`config.mk`:
```
export PLATFORM = sky130hd
export DESIGN_NAME = usadd_top
export DESIGN_NICKNAME = d
export VERILOG_FILES = /design/src/rtl/usadd_pkg.sv /design/src/rtl/usadd_therm.sv /design/src/rtl/usadd_selgen.sv /design/src/rtl/usadd_acc.sv /design/src/rtl/usadd_top.sv
export SDC_FILE = /design/constraint.sdc
export NUM_CORES = 1
export LEC_CHECK = 0
export BUFFER_PORTS_ARGS = -buffer_cell sky130_fd_sc_hd__buf_4
export CELL_PAD_IN_SITES_DETAIL_PLACEMENT = 0
export CELL_PAD_IN_SITES_GLOBAL_PLACEMENT = 1
export CORE_MARGIN = 5
export CORE_UTILIZATION = 35
export CTS_CLUSTER_DIAMETER = 30
export CTS_CLUSTER_SIZE = 40
export DETAILED_ROUTE_END_ITERATION = 12
export PLACE_DENSITY_LB_ADDON = 0.1
export SLEW_MARGIN = 20
export SYNTH_ARGS = -nofsm -noshare
export SYNTH_HDL_FRONTEND = slang
export SYNTH_SLANG_ARGS = --single-unit
```
`constraint.sdc`:
```
create_clock -name clk -period 3.15 [get_ports clk]
set_input_delay 0.1575 -clock clk [delete_from_list [all_inputs] [get_ports clk]]
set_output_delay 0.1575 -clock clk [all_outputs]
set_load 0.01 [all_outputs]
```
`src/rtl/usadd_pkg.sv`:
```
package usadd_pkg;

  typedef enum logic {
    SRC_RAMP = 1'b0,
    SRC_LFSR = 1'b1
  } sel_src_e;

  // Feedback tap mask for a Fibonacci shift register of width w (shift left).
  function automatic logic [7:0] lfsr_taps(input int w);
    case (w)
      3:       lfsr_taps = 8'b0000_0110;
      4:       lfsr_taps = 8'b0000_1100;
      5:       lfsr_taps = 8'b0001_0100;
      6:       lfsr_taps = 8'b0011_0000;
      7:       lfsr_taps = 8'b0110_0000;
      default: lfsr_taps = 8'b1011_1000;
    endcase
  endfunction

endpackage

```
`src/rtl/usadd_therm.sv`:
```
module usadd_therm #(
  parameter int W = 6
) (
  input  logic [W-1:0] pos,
  input  logic [W-1:0] value,
  output logic         ubit
);
  // Thermometer conversion: ones while the position is below the value.
  always_comb begin
    ubit = (pos < value);
  end
endmodule

```
`src/rtl/usadd_selgen.sv`:
```
module usadd_selgen
  import usadd_pkg::*;
#(
  parameter int W  = 6,
  parameter int CW = W + 1,
  parameter logic [W-1:0] SEED = 1
) (
  input  logic          clk,
  input  logic          rst_n,
  input  logic          load,
  input  logic          adv,
  input  sel_src_e      src,
  input  logic          dbl,
  input  logic [CW-1:0] cyc,
  output logic          sel
);
  localparam logic [W-1:0] TAPS = W'(lfsr_taps(W));

  logic [W-1:0] lfsr_q, lfsr_d;
  logic         fb;

  always_comb begin
    fb     = ^(lfsr_q & TAPS);
    lfsr_d = lfsr_q;
    if (load)     lfsr_d = SEED;
    else if (adv) lfsr_d = {lfsr_q[W-2:0], fb};
  end

  always_ff @(posedge clk or negedge rst_n) begin
    if (!rst_n) lfsr_q <= SEED;
    else        lfsr_q <= lfsr_d;
  end

  // Even cycles favour operand A; the LFSR only applies in normal length.
  always_comb begin
    if (src == SRC_LFSR && !dbl) sel = lfsr_q[0];
    else                         sel = ~cyc[0];
  end

  p_lfsr_nonzero_r5: assert property (@(posedge clk) disable iff (!rst_n)
    lfsr_q != '0);

  p_lfsr_seeded_r5: assert property (@(posedge clk) disable iff (!rst_n)
    load |=> (lfsr_q == SEED));
endmodule

```
`src/rtl/usadd_acc.sv`:
```
module usadd_acc #(
  parameter int CW = 7
) (
  input  logic          clk,
  input  logic          rst_n,
  input  logic          clr,
  input  logic          en,
  input  logic          bit_in,
  output logic [CW-1:0] cnt
);
  logic [CW-1:0] cnt_q, cnt_d;

  always_comb begin
    cnt_d = cnt_q;
    if (clr)             cnt_d = '0;
    else if (en && bit_in) cnt_d = cnt_q + 1'b1;
  end

  always_ff @(posedge clk or negedge rst_n) begin
    if (!rst_n) cnt_q <= '0;
    else        cnt_q <= cnt_d;
  end

  assign cnt = cnt_q;

  p_step_one_r3: assert property (@(posedge clk) disable iff (!rst_n)
    (en && !clr) |=> (cnt_q == $past(cnt_q) || cnt_q == $past(cnt_q) + 1'b1));
endmodule

```
`src/rtl/usadd_top.sv`:
```
module usadd_top
  import usadd_pkg::*;
#(
  parameter int W = 6
) (
  input  logic         clk,
  input  logic         rst_n,
  input  logic         start,
  input  logic [W-1:0] opa,
  input  logic [W-1:0] opb,
  input  logic         use_lfsr,
  input  logic         dbl_len,
  output logic         bit_out,
  output logic         bit_vld,
  output logic [W:0]   ones_cnt,
  output logic [W:0]   sum_out,
  output logic         done
);
  localparam int CW = W + 1;
  localparam int L  = (1 << W) - 1;
  localparam logic [CW-1:0] LAST_N = CW'(L - 1);
  localparam logic [CW-1:0] LAST_D = CW'(2 * L - 1);

  logic          busy_q, busy_d;
  logic          done_q, done_d;
  logic          dbl_q, dbl_d;
  sel_src_e      src_q, src_d;
  logic [W-1:0]  a_q, a_d, b_q, b_d;
  logic [CW-1:0] cyc_q, cyc_d;
  logic          accept, last;
  logic [W-1:0]  pos;
  logic          sel;
  logic [1:0]    ubits;
  logic [CW-1:0] ones;

  always_comb begin
    accept = start && !busy_q;
    last   = busy_q && (cyc_q == (dbl_q ? LAST_D : LAST_N));
    pos    = dbl_q ? cyc_q[CW-1:1] : cyc_q[W-1:0];
  end

  always_comb begin
    busy_d = busy_q;
    cyc_d  = cyc_q;
    dbl_d  = dbl_q;
    src_d  = src_q;
    a_d    = a_q;
    b_d    = b_q;
    done_d = last;
    if (accept) begin
      busy_d = 1'b1;
      cyc_d  = '0;
      dbl_d  = dbl_len;
      src_d  = use_lfsr ? SRC_LFSR : SRC_RAMP;
      a_d    = opa;
      b_d    = opb;
    end else if (busy_q) begin
      cyc_d = cyc_q + 1'b1;
      if (last) busy_d = 1'b0;
    end
  end

  always_ff @(posedge clk or negedge rst_n) begin
    if (!rst_n) begin
      busy_q <= 1'b0;
      done_q <= 1'b0;
      dbl_q  <= 1'b0;
      src_q  <= SRC_RAMP;
      a_q    <= '0;
      b_q    <= '0;
      cyc_q  <= '0;
    end else begin
      busy_q <= busy_d;
      done_q <= done_d;
      dbl_q  <= dbl_d;
      src_q  <= src_d;
      a_q    <= a_d;
      b_q    <= b_d;
      cyc_q  <= cyc_d;
    end
  end

  usadd_selgen #(.W(W), .CW(CW)) u_sel (
    .clk  (clk),
    .rst_n(rst_n),
    .load (accept),
    .adv  (busy_q),
    .src  (src_q),
    .dbl  (dbl_q),
    .cyc  (cyc_q),
    .sel  (sel)
  );

  for (genvar k = 0; k < 2; k++) begin : g_therm
    usadd_therm #(.W(W)) u_th (
      .pos  (pos),
      .value((k == 0) ? a_q : b_q),
      .ubit (ubits[k])
    );
  end

  always_comb begin
    bit_out = busy_q && (sel ? ubits[0] : ubits[1]);
    bit_vld = busy_q;
  end

  usadd_acc #(.CW(CW)) u_acc (
    .clk   (clk),
    .rst_n (rst_n),
    .clr   (accept),
    .en    (busy_q),
    .bit_in(bit_out),
    .cnt   (ones)
  );

  always_comb begin
    ones_cnt = ones;
    sum_out  = dbl_q ? ones : {ones[CW-2:0], 1'b0};
    done     = done_q;
  end

  p_done_pulse_r8: assert property (@(posedge clk) disable iff (!rst_n)
    done_q |=> !done_q);

  p_hold_result_r8: assert property (@(posedge clk) disable iff (!rst_n)
    (!busy_q && !start) |=> ($stable(ones_cnt) && $stable(sum_out)));

  p_both_one_r3: assert property (@(posedge clk) disable iff (!rst_n)
    (busy_q && ubits[0] && ubits[1]) |-> bit_out);

  p_start_ignored_r9: assert property (@(posedge clk) disable iff (!rst_n)
    (busy_q && start && !last) |=> (busy_q && cyc_q == $past(cyc_q) + 1'b1));

  p_normal_bound_r6: assert property (@(posedge clk) disable iff (!rst_n)
    (busy_q && !dbl_q) |-> (cyc_q <= LAST_N));
endmodule

```
==> qor_table.md, run 1 <==
| Stage | Parameter | This run |
|---|---|---|
| worst setup path | Max stage delay on crit path | 0.58 ns |
| power and ir drop | Power consumption | 2.60 mW |
| worst setup path | Critical path destination | bit_out |
| die | Number of placement rows | 27 |
| logic synthesis | Dominant cell by count in the synthesized netlist | sky130_fd_sc_hd__nand2_1 |
| route | Total vias in the final route | 1,605 |
| die | Horizontal die dimension | 85.9 um |
| timing | Final Skew | 0.00503 ns |
| hold path | Min-Delay Path Depth | 3 |
| worst setup path | Critical Path Source | dbl_q |
| global route | GR Overflow Total | 0 |
| timing | Setup repair after global routing missed its margin | false |
| logic synthesis | Largest area contributor in the synthesized netlist | sky130_fd_sc_hd__dfrtp_1 |
| logic synthesis | Post-Synthesis Cells | 216 |
| logic synthesis | Per-instance average area after synthesis | 9.34 um^2 |
| clock tree | Number of buffers added by the clock tree synthesis step | 5 |
| clock tree | Post-cts gate resize count | 0 |
| timing | Hold Fails Final Rpt | 0 |
| logic synthesis | Yosys reg bits | 36 |
| worst setup path | Worst reg2reg setup slack | 0.44 ns |
| timing | Setup Total Neg Slack | 0 ns |
| route | DRC violation count after routing | 0 |
| timing | Number of max-slew violations in the final report | 0 |
| logic synthesis | Portion of the post-synthesis area used by sequential elements | 44.7% |
| clock tree | # clock sinks | 36 |
| hold path | Class of the tightest hold or removal check | input port to register |
| route | Length of the first detailed-routing pass in iterations | 4 |
| timing | Slew headroom | 64.0% |
| worst setup path | Maximum fanout along the worst path | 12 |
| logic synthesis | Post-synthesis net count | 245 |
| cells and area | Number of fill cells | 578 |
| global route | Vias in the first global route | 1,532 |
| logic synthesis | Count of warnings emitted by yosys | 0 |
| route | Drt first-iter violations | 42 |
| logic synthesis | Number of enable flip-flop cells after synthesis | 0 |
| cells and area | Share of cells above drive strength 1 | 23.9% |
| logic synthesis | Cell variety after synth | 39 |
| worst setup path | Capturing point of the worst reg2reg path | u_acc.cnt[4] |
| clock tree | CTS H-tree lvls | 2 |
| place | GPL Wtd Cong | 0.768 |
| worst setup path | Max stage delay cell, worst path | sky130_fd_sc_hd__a2111o_1 |
| route | Total Wirelength | 4640 um |
| clock tree | CTS tree | yes |
| clock tree | Clock tree buffer depth | 2 |
| clock tree | Clock root buffer | sky130_fd_sc_hd__clkbuf_8 |
| worst setup path | Worst path top cell family by delay | compound AO/OA/AOI/OAI gates |
| cells and area | Synthesis-to-finish area growth | 20.7% |
| worst setup path | Category of the worst setup path launch point | register |
| logic synthesis | Area share of the largest cell type after synthesis | 43.4% |
| flow run | Maximum capacitance violations | 0 |
| logic synthesis | Netlist area before placement | 0.00202 mm^2 |
| die | Total Die Area | 0.00738 mm^2 |
| worst setup path | Total buffers and inverters traversed by the critical path | 1 |
| clock tree | Clk_lat worst skew | 0.29 ns |
| global route | Aggregate global-route resource usage | 13.4% |
| place | Worst slack at placement | 0.478 ns |
| route | Remaining number of nets flagged by the antenna check after routing | 0 |
| global route | First-pass GRT wire length | 7940 um |
| timing | Setup slack after layout | 0.194 ns |
| timing | Number of failing setup endpoints in the final timing report | 0 |
| timing | Peak clock frequency supported by timing | 338 MHz |
| clock tree | Clock transition at path regs | 0.07 ns |
| die | Num ports | 34 |
| route | Detailed-route vias per instance | 4.97 |
| cells and area | Post-layout nets | 279 |
| place | Number of port buffers | 33 |
| timing | Final worst-path cycle share | 93.8% |
| cells and area | Antenna fix cells | 0 |
| logic synthesis | Ranking of synthesized cells by instance count | 44 x sky130_fd_sc_hd__nand2_1, 35 x sky130_fd_sc_hd__dfrtp_1, 23 x sky130_fd_sc_hd__o21ai_0, 16 x sky130_fd_sc_hd__inv_1, 12 x sky130_fd_sc_hd__ha_1 |
| worst setup path | Critical Setup Path Class | register to output port |
| power and ir drop | Cell area power density | 1070 mW/mm^2 |
| place | Placed wire-length estimate | 3280 um |
| worst setup path | Worst path cell trace | mux2_2 > ha_1 > o21ai_0 > a32oi_1 > a2111o_1 > and2_1 > nor2_1 > buf_4 |
| route | Routed WL per cell | 14.4 um |
| worst setup path | Length in cells of the worst reg-to-reg path | 7 |
| status | Status | complete, no violations |
| logic synthesis | Cell types with the largest area share after synthesis | sky130_fd_sc_hd__dfrtp_1 43%, sky130_fd_sc_hd__nand2_1 8.2%, sky130_fd_sc_hd__ha_1 7.4% |
| worst setup path | Stages on worst setup path | 8 |
| logic synthesis | Prevailing post-synth register cell | sky130_fd_sc_hd__dfrtp_1 |
| cells and area | Combined flip-flop and latch cell area | 902 um^2 |
| global route | Number of antenna violations at the first check in global routing | 0 |
| logic synthesis | Async set-reset flop share out of synthesis | 100% |
| worst setup path | Setup crit end kind | output port |
| worst setup path | Required @ worst endpoint | 2.99 ns |
| power and ir drop | Peak supply drop | 0.000308 V |
| cells and area | Multi-input gate area in the final layout | 0.00100 mm^2 |
| die | Chip height | 85.9 um |
| power and ir drop | Leakage Power | 1.10 nW |
| timing | Measured slew at the worst slew-check pin | 0.538 ns |
| die | Starting Density | 36.4% |
| die | Total core area | 0.00554 mm^2 |
| worst setup path | Data arrival, critical path | 2.80 ns |
| timing | Post-route minimum period | 2.96 ns |
| worst setup path | Worst reg2reg startpoint | dbl_q |
| global route | Largest net degree at the start of global routing | 37 |
## state kept, by name, summed over array words and instances (netlist names)
name          flops
cyc_q             7
b_q               6
dbl_q             1
u_acc.cnt         7
src_q             1
u_sel.lfsr_q      6
bit_vld           1
done              1
a_q               6
## logic make-up after synthesis
logic type	after synthesis	synth area share, %
xor gates and xnor gates	1	0.434
DFF	36	44.7
adders and majority gates	12	7.44
muxes	12	7.26
AOI/OAI and AO/OA	53	17.2
buffers and inverters	26	5.58
and+or+nand+nor	76	17.3
## worst min path at each step
stage,start,to,slack [ns]
2_1_floorplan,rst_n,a_q[0],-0.14
4_1_cts,use_lfsr,src_q,0.05
5_1_grt,opb[0],b_q[0],0.05
3_5_place_dp,rst_n,b_q[0],0.15
6_report,use_lfsr,src_q,0.05
3_3_place_gp,rst_n,a_q[0],0.16
## routing by layer
metal / routed length [um] / vias to the layer above / track usage (%)
met1: 2350 / 739 / 18.9
li1: - / 833 / -
met4: 51 / 0 / 4.32
met2: 2030 / 28 / 20.4
met5: 0 / - / 0
met3: 201 / 5 / 3.07
## final cells by class
cell class / count / area share (%)
multi-input cells: 154 / 41.2
flip-flops and latches: 36 / 37.1
repair buffers: 37 / 11.5
clock buffers: 8 / 4.11
well taps: 72 / 3.70
inverters: 16 / 2.47
## worst min-delay path: stages
cell,delay (ns)
sky130_fd_sc_hd__buf_4,0.08
sky130_fd_sc_hd__nand2_1,0.04
sky130_fd_sc_hd__nand2_1,0.04
## layout by cell type (no fill, tap or decap), drive strengths merged, types with 3 or more instances in the layout
cell	instances
o211ai	5
mux2	11
a21oi	6
nand2	44
nand3	6
nand4	5
o21ai	23
inv	16
clkbuf	8
dfrtp	35
and2	3
a21o	3
buf	36
ha	12
a2111o	3
nor2	7
## power breakdown
| part | total [mW] | switching (mW) | internal [mW] |
|---|---|---|---|
| Combinational | 1.32 | 0.661 | 0.660 |
| Clock | 0.365 | 0.165 | 0.200 |
| Sequential | 0.912 | 0.231 | 0.681 |
## per-stage QoR
step                utilization, %  hold WS (ns)  area, um^2  cells
finish                        43.9        0.0526        2430    323
global route                  43.9        0.0518        2430    323
CTS                           43.9        0.0475        2430    323
detailed placement            42.0         0.148        2320    314
global placement              42.0         0.156        2320    314
floorplan                        -        -0.138        2020    216
## what timing repair did
| action | in CTS | in global routing |
|---|---|---|
| endpoints found under the hold margin | 35 | 0 |
| setup buffers | 0 | 0 |
| hold buffers | 1 | 0 |
Note: power is estimated with default switching activity, not from simulation.
==> inputs of run 2 (changes only) <==
--- a/config.mk
+++ b/config.mk
@@ -5,14 +5,17 @@
 export SDC_FILE = /design/constraint.sdc
 export NUM_CORES = 1
 export LEC_CHECK = 0
+export ABC_AREA = 1
 export BUFFER_PORTS_ARGS = -buffer_cell sky130_fd_sc_hd__buf_4
 export CELL_PAD_IN_SITES_DETAIL_PLACEMENT = 0
 export CELL_PAD_IN_SITES_GLOBAL_PLACEMENT = 1
 export CORE_MARGIN = 5
 export CORE_UTILIZATION = 35
+export CTS_BUF_LIST = sky130_fd_sc_hd__clkbuf_2 sky130_fd_sc_hd__clkbuf_4 sky130_fd_sc_hd__clkbuf_8
 export CTS_CLUSTER_DIAMETER = 30
 export CTS_CLUSTER_SIZE = 40
 export DETAILED_ROUTE_END_ITERATION = 12
+export GPL_TIMING_DRIVEN = 0
 export PLACE_DENSITY_LB_ADDON = 0.1
 export SLEW_MARGIN = 20
 export SYNTH_ARGS = -nofsm -noshare
==> run 2 against run 1 <==
Net effect: largest power group unchanged; sequential cell count unchanged; synthesized cell count up 19%; largest cell class unchanged; design area up 1.8%.
==> qor_table.md, run 2 <==
| Stage | Parameter | This run |
|---|---|---|
| timing | Measured slew at the worst slew-check pin | 0.470 ns |
| logic synthesis | Yosys reg bits | 36 |
| power and ir drop | Leakage Power | 1.29 nW |
| clock tree | CTS tree | yes |
| cells and area | Most used cells in the layout excluding fill and tap cells | 72 x sky130_fd_sc_hd__nand2_1, 35 x sky130_fd_sc_hd__inv_1, 35 x sky130_fd_sc_hd__dfrtp_1 |
| route | Total Wirelength | 4730 um |
| route | Length of the first detailed-routing pass in iterations | 4 |
| cells and area | Antenna fix cells | 0 |
| cells and area | Most common library cell in the layout ignoring fill and taps | sky130_fd_sc_hd__nand2_1 |
| timing | Post-route minimum period | 2.79 ns |
| global route | Number of antenna violations at the first check in global routing | 0 |
| timing | Number of max-slew violations in the final report | 0 |
| route | Drt first-iter violations | 48 |
| global route | Aggregate global-route resource usage | 14.2% |
| logic synthesis | Prevailing post-synth register cell | sky130_fd_sc_hd__dfrtp_1 |
| logic synthesis | Cell variety after synth | 24 |
| cells and area | Number of fill cells | 601 |
| timing | Final worst-path cycle share | 88.5% |
| timing | Peak clock frequency supported by timing | 359 MHz |
| timing | Final Skew | 0.00443 ns |
| hold path | Class of the tightest hold or removal check | input port to register |
| logic synthesis | Per-instance average area after synthesis | 7.89 um^2 |
| timing | Number of failing setup endpoints in the final timing report | 0 |
| power and ir drop | Peak supply drop | 0.000424 V |
| global route | First-pass GRT wire length | 8300 um |
| place | GPL Wtd Cong | 0.766 |
| cells and area | Finished Cell Area | 0.00248 mm^2 |
| worst setup path | Length in cells of the worst reg-to-reg path | 15 |
| route | Total vias in the final route | 1,733 |
| status | Status | complete, no violations |
| global route | Largest net degree at the start of global routing | 37 |
| place | Cell count after placement | 361 |
| timing | Setup repair after global routing missed its margin | false |
| cells and area | Non-filler cells, final | 370 |
| clock tree | CTS H-tree lvls | 2 |
| hold path | Min-Delay Path Depth | 3 |
| flow run | Maximum capacitance violations | 0 |
| logic synthesis | Largest area contributor in the synthesized netlist | sky130_fd_sc_hd__dfrtp_1 |
| die | Total core area | 0.00557 mm^2 |
| global route | GR Overflow Total | 0 |
| worst setup path | Setup crit end kind | output port |
| place | Placed wire-length estimate | 3530 um |
| logic synthesis | Ranking of synthesized cells by instance count | 72 x sky130_fd_sc_hd__nand2_1, 35 x sky130_fd_sc_hd__dfrtp_1, 35 x sky130_fd_sc_hd__inv_1, 30 x sky130_fd_sc_hd__o21ai_0, 20 x sky130_fd_sc_hd__nand3_1 |
| worst setup path | Worst path cell trace | buf_6 > clkbuf_1 > nand2_1 > o21ai_0 > ha_1 > nand2_1 > nand2_1 > nand3_1 > nand2_1 > nor2_1 > nand2_2 > nand2_4 > nand2_4 > inv_1 > buf_4 |
| worst setup path | Worst reg2reg startpoint | dbl_q |
| worst setup path | Maximum fanout along the worst path | 10 |
| logic synthesis | Netlist area before placement | 0.00202 mm^2 |
| route | DRC violation count after routing | 0 |
| power and ir drop | NetSw | 1.21 mW |
| power and ir drop | Comb power frac | 53.7% |
| die | Total Die Area | 0.00739 mm^2 |
| cells and area | Share of cells above drive strength 1 | 19.1% |
| cells and area | Synthesis-to-finish area growth | 22.7% |
| logic synthesis | Area share of the largest cell type after synthesis | 43.4% |
| logic synthesis | Post-Synthesis Cells | 256 |
| die | Num ports | 34 |
| timing | Setup Total Neg Slack | 0 ns |
| clock tree | Setup Fix Bufs, Post-CTS | 0 |
| clock tree | Clock root buffer | sky130_fd_sc_hd__clkbuf_8 |
| die | Horizontal die dimension | 86.0 um |
| worst setup path | Worst reg2reg setup slack | 0.74 ns |
| route | Remaining number of nets flagged by the antenna check after routing | 0 |
| die | Number of placement rows | 27 |
| power and ir drop | Internal Power | 1.53 mW |
| logic synthesis | Count of warnings emitted by yosys | 0 |
| worst setup path | Max stage delay cell, worst path | sky130_fd_sc_hd__clkbuf_1 |
| worst setup path | Capturing point of the worst reg2reg path | u_acc.cnt[0] |
| logic synthesis | Async set-reset flop share out of synthesis | 100% |
| route | Detailed-route vias per instance | 4.68 |
| logic synthesis | Cell types with the largest area share after synthesis | sky130_fd_sc_hd__dfrtp_1 43%, sky130_fd_sc_hd__nand2_1 13%, sky130_fd_sc_hd__ha_1 7.4% |
| clock tree | Clock tree buffer depth | 2 |
| clock tree | Clk_lat worst skew | 0.29 ns |
| timing | Slew headroom | 68.7% |
| worst setup path | Data arrival, critical path | 2.63 ns |
| clock tree | Clock transition at path regs | 0.08 ns |
| logic synthesis | Portion of the post-synthesis area used by sequential elements | 44.7% |
| logic synthesis | Number of enable flip-flop cells after synthesis | 0 |
| route | Routed WL per cell | 12.8 um |
| logic synthesis | Dominant cell by count in the synthesized netlist | sky130_fd_sc_hd__nand2_1 |
| clock tree | # clock sinks | 36 |
| power and ir drop | Share of power burned in registers | 31.4% |
| timing | Hold Fails Final Rpt | 0 |
| cells and area | Multi-input gate area in the final layout | 943 um^2 |
| power and ir drop | Sw Ratio | 44.2% |
| worst setup path | Cell type with the highest occurrence count on the critical path | sky130_fd_sc_hd__nand2_1 |
| worst setup path | Category of the worst setup path launch point | register |
| cells and area | Post-layout nets | 326 |
| power and ir drop | Proportion of power drawn by the clock network | 15.0% |
| logic synthesis | Post-synthesis net count | 285 |
| worst setup path | Critical Setup Path Class | register to output port |
| clock tree | Number of buffers added by the clock tree synthesis step | 5 |
| place | Number of port buffers | 33 |
| cells and area | Combined flip-flop and latch cell area | 902 um^2 |
| global route | Vias in the first global route | 1,720 |
| power and ir drop | Cell area power density | 1110 mW/mm^2 |
| hold path | Hold path startpoint | opb[0] |
| place | Instance area after placement | 0.00236 mm^2 |
| hold path | Destination of the worst hold path | b_q[0] |
| worst setup path | Required @ worst endpoint | 2.99 ns |
| die | Chip height | 86.0 um |
| die | Starting Density | 36.2% |
| worst setup path | Max stage delay on crit path | 0.39 ns |
[run 2: power by group through the flow]
stage / sequential [mW] / clock [mW] / combinational (mW)
4_1_cts: 0.863 / 0.429 / 1.50
6_report: 0.861 / 0.412 / 1.47
3_5_place_dp: 0.872 / 0 / 1.49
2_1_floorplan: 0.844 / 0 / 1.04
5_1_grt: 0.900 / 0.449 / 1.75
3_3_place_gp: 0.868 / 0 / 1.48
[run 2: how the worst max path moves through the flow]
| stage | slack (ns) | startpoint | cells past startpoint | to |
|---|---|---|---|---|
| floorplan | 1.16 | dbl_q | 14 | bit_out |
| global placement | 0.65 | dbl_q | 15 | bit_out |
| detailed placement | 0.64 | dbl_q | 15 | bit_out |
| CTS | 0.31 | dbl_q | 15 | bit_out |
| global route | 0.07 | dbl_q | 15 | bit_out |
| finish | 0.36 | dbl_q | 15 | bit_out |
[run 2: cell type report]
cell class / count / area share (%)
Sequential cell: 36 / 36.4
Multi-Input combinational cell: 177 / 38.1
Tap cell: 72 / 3.63
Clock inverter: 3 / 1.72
Buffer: 6 / 1.41
Timing Repair Buffer: 34 / 10.4
Inverter: 37 / 5.60
Clock buffer: 5 / 2.78
[run 2: what timing repair did]
item	4_1_cts	5_1_grt
hold buffers	1	0
hold endpoints to repair	35	0
setup endpoints to repair	0	0
resized for setup	0	0
[run 2: cell families (layout without fill, tap and decap cells)]
group	Yosys count	after routing	synth area share (%)
AND/OR/NAND/NOR	119	119	26.4
buffers and inverters	43	85	8.61
AO/OA/AOI/OAI	41	41	10.7
flip-flops	36	36	44.7
adder cells (fa/ha/maj)	12	12	7.43
XOR/XNOR	5	5	2.17
[run 2: per-stage QoR]
stage	worst slack (ns)	hold WS [ns]	power, mW	util, %
2_1_floorplan	1.16	-0.138	1.88	-
3_3_place_gp	0.649	0.155	2.34	42.3
3_5_place_dp	0.637	0.154	2.36	42.3
4_1_cts	0.307	0.0451	2.79	44.5
5_1_grt	0.0688	0.0621	3.10	44.5
6_report	0.363	0.0577	2.75	44.5
[run 2: critical path: cells and delay by family (launching register included)]
family          cells  cell delay [ns]
simple gates        9             0.76
fa+ha+maj           1             0.32
buf+inv             4             0.73
flops               1             0.38
compound gates      1             0.16
[run 2: metal layers]
metal	wire, um	up-vias	share of wire (%)	track usage (%)
met5	0	-	0	0
met4	47	0	0.99	3.88
li1	-	896	-	-
met3	189	5	4.0	3.65
met1	2390	806	50	19.5
met2	2100	26	44	22.3
==> inputs of run 3 (changes only) <==
--- a/config.mk
+++ b/config.mk
@@ -10,10 +10,9 @@
 export CELL_PAD_IN_SITES_DETAIL_PLACEMENT = 0
 export CELL_PAD_IN_SITES_GLOBAL_PLACEMENT = 1
 export CORE_MARGIN = 5
-export CORE_UTILIZATION = 35
-export CTS_BUF_LIST = sky130_fd_sc_hd__clkbuf_2 sky130_fd_sc_hd__clkbuf_4 sky130_fd_sc_hd__clkbuf_8
+export CORE_UTILIZATION = 41
 export CTS_CLUSTER_DIAMETER = 30
-export CTS_CLUSTER_SIZE = 40
+export CTS_CLUSTER_SIZE = 16
 export DETAILED_ROUTE_END_ITERATION = 12
 export GPL_TIMING_DRIVEN = 0
 export PLACE_DENSITY_LB_ADDON = 0.1
==> run 3 against run 2 <==
Net effect: worst hold slack better by 0.0049 ns; design area fell by 1.1%; clock skew grew 0.0012 ns; highest routed layer unchanged; non-clock buffer count unchanged; critical path type unchanged; critical endpoint unchanged; critical path depth unchanged; setup slack better by 0.027 ns.
==> qor_table.md, run 3 (synthesis results as in run 2) <==
| Stage | Parameter | This run |
|---|---|---|
| timing | Post-route minimum period | 2.76 ns |
| clock tree | Post-cts gate resize count | 0 |
| timing | Slew headroom | 69.4% |
| place | Worst slack at placement | 0.683 ns |
| clock tree | Clock transition at path regs | 0.07 ns |
| clock tree | CTS H-tree lvls | 2 |
| clock tree | Clock root buffer | sky130_fd_sc_hd__clkbuf_8 |
| clock tree | Setup Fix Bufs, Post-CTS | 0 |
| worst setup path | Max stage delay on crit path | 0.38 ns |
| hold path | Class of the tightest hold or removal check | input port to register |
| worst setup path | Capturing point of the worst reg2reg path | u_acc.cnt[0] |
| timing | Measured slew at the worst slew-check pin | 0.459 ns |
| cells and area | Share of cells above drive strength 1 | 18.5% |
| place | Placed wire-length estimate | 3280 um |
| clock tree | Clk_lat worst skew | 0.29 ns |
| power and ir drop | Cell area power density | 1090 mW/mm^2 |
| route | Total Wirelength | 4470 um |
| global route | Largest net degree at the start of global routing | 37 |
| clock tree | # clock sinks | 36 |
| cells and area | Synthesis-to-finish area growth | 21.4% |
| cells and area | Most used cells in the layout excluding fill and tap cells | 72 x sky130_fd_sc_hd__nand2_1, 35 x sky130_fd_sc_hd__inv_1, 35 x sky130_fd_sc_hd__dfrtp_1 |
| timing | Setup Total Neg Slack | 0 ns |
| worst setup path | Worst reg2reg setup slack | 0.76 ns |
| die | Number of placement rows | 25 |
| global route | GR Overflow Total | 0 |
| global route | Vias in the first global route | 1,636 |
| global route | Number of antenna violations at the first check in global routing | 0 |
| place | GPL Wtd Cong | 0.750 |
| route | Detailed-route vias per instance | 4.61 |
| clock tree | Number of buffers added by the clock tree synthesis step | 5 |
| cells and area | Post-layout nets | 326 |
| timing | Setup slack after layout | 0.389 ns |
| worst setup path | Required @ worst endpoint | 2.99 ns |
| worst setup path | Worst path top cell family by delay | simple AND/OR/NAND/NOR gates |
| global route | First-pass GRT wire length | 7770 um |
| route | Length of the first detailed-routing pass in iterations | 4 |
| route | Drt first-iter violations | 70 |
| worst setup path | Max stage delay cell, worst path | sky130_fd_sc_hd__dfrtp_1 |
| die | Horizontal die dimension | 80.2 um |
| cells and area | Antenna fix cells | 0 |
| hold path | Min-Delay Path Depth | 3 |
| timing | Number of max-slew violations in the final report | 0 |
| worst setup path | Length in cells of the worst reg-to-reg path | 15 |
| worst setup path | Cell type with the highest occurrence count on the critical path | sky130_fd_sc_hd__nand2_1 |
| worst setup path | Data arrival, critical path | 2.60 ns |
| route | DRC violation count after routing | 0 |
| route | Total vias in the final route | 1,682 |
| die | Total Die Area | 0.00643 mm^2 |
| timing | Final worst-path cycle share | 87.6% |
| power and ir drop | Peak supply drop | 0.000441 V |
| cells and area | Finished Cell Area | 0.00245 mm^2 |
| power and ir drop | Leakage Power | 1.28 nW |
| die | Starting Density | 42.5% |
| worst setup path | Worst path cell trace | buf_6 > clkbuf_1 > nand2_1 > o21ai_0 > ha_1 > nand2_1 > nand2_1 > nand3_1 > nand2_1 > nor2_1 > nand2_2 > nand2_4 > nand2_4 > inv_1 > buf_4 |
| timing | Peak clock frequency supported by timing | 362 MHz |
| place | Instance area after placement | 0.00235 mm^2 |
| worst setup path | Maximum fanout along the worst path | 10 |
| power and ir drop | Power consumption | 2.66 mW |
| hold path | Destination of the worst hold path | a_q[0] |
| die | Num ports | 34 |
| place | Number of port buffers | 33 |
| worst setup path | Setup crit end kind | output port |
| worst setup path | Total buffers and inverters traversed by the critical path | 4 |
| timing | Setup repair after global routing missed its margin | false |
| worst setup path | Category of the worst setup path launch point | register |
| die | Total core area | 0.00475 mm^2 |
| die | Chip height | 80.2 um |
| status | Status | complete, no violations |
| route | Remaining number of nets flagged by the antenna check after routing | 0 |
| clock tree | CTS tree | yes |
| flow run | Maximum capacitance violations | 0 |
| clock tree | Clock tree buffer depth | 2 |
| timing | Final Skew | 0.00560 ns |
| cells and area | Most common library cell in the layout ignoring fill and taps | sky130_fd_sc_hd__nand2_1 |
| timing | Hold Fails Final Rpt | 0 |
| cells and area | Final core area utilization | 51.6% |
| hold path | Hold path startpoint | opa[0] |
| cells and area | Number of fill cells | 495 |
| global route | Aggregate global-route resource usage | 15.6% |
| timing | Number of failing setup endpoints in the final timing report | 0 |
| route | Routed WL per cell | 12.3 um |
| worst setup path | Worst reg2reg startpoint | dbl_q |
| worst setup path | Critical Setup Path Class | register to output port |
-- run 3: cell count changes in the layout (fill, tap and decap cells not counted), sizes merged --
cell,before,now
clkinvlp,1,0
bufinv,1,0
clkbuf,6,9
clkinv,1,0
-- run 3: power by group --
part           switching (mW)  internal [mW]  total [mW]
Sequential              0.174          0.687       0.861
Clock                   0.160          0.178       0.338
Combinational           0.856          0.609        1.47
-- run 3: cell type report --
| type | count | area, um^2 | share of cell area [%] |
|---|---|---|---|
| timing repair buffer | 34 | 258 | 10.5 |
| buffer | 6 | 35.0 | 1.43 |
| clock buffer | 8 | 90.1 | 3.68 |
| multi-input combinational | 177 | 943 | 38.5 |
| sequential | 36 | 902 | 36.8 |
| inverter | 37 | 139 | 5.67 |
| tap | 67 | 83.8 | 3.42 |
-- run 3: tightest hold or removal path, delay by kind of cell --
kind	cells	cell delay, ns
simple gates	2	0.08
buf+inv	1	0.08
-- run 3: repair_timing --
item	CTS	global route
hold buffers	1	0
endpoints found under the setup margin	0	0
endpoints found under the hold margin	35	0
-- run 3: layer usage --
layer / up-vias / part of all wire [%] / wire length, um / GRT usage [%]
li1: 898 / - / - / -
met1: 750 / 51 / 2270 / 21.8
met2: 29 / 44 / 1950 / 23.2
met3: 5 / 4.1 / 182 / 2.91
met4: 0 / 1.6 / 70 / 7.09
met5: - / 0 / 0 / 0
-- run 3: worst max path at each step --
stage               startpoint       to  slack (ns)  cells past startpoint
detailed placement       dbl_q  bit_out        0.68                     15
finish                   dbl_q  bit_out        0.39                     15
global placement         dbl_q  bit_out        0.68                     15
global route             dbl_q  bit_out        0.13                     15
floorplan                dbl_q  bit_out        1.16                     14
CTS                      dbl_q  bit_out        0.36                     15
-- run 3: through the flow --
stage	hold slack [ns]	cells
finish	0.0626	365
global route	0.0523	365
CTS	0.0513	365
detailed placement	0.152	356
global placement	0.146	356
floorplan	-0.138	256
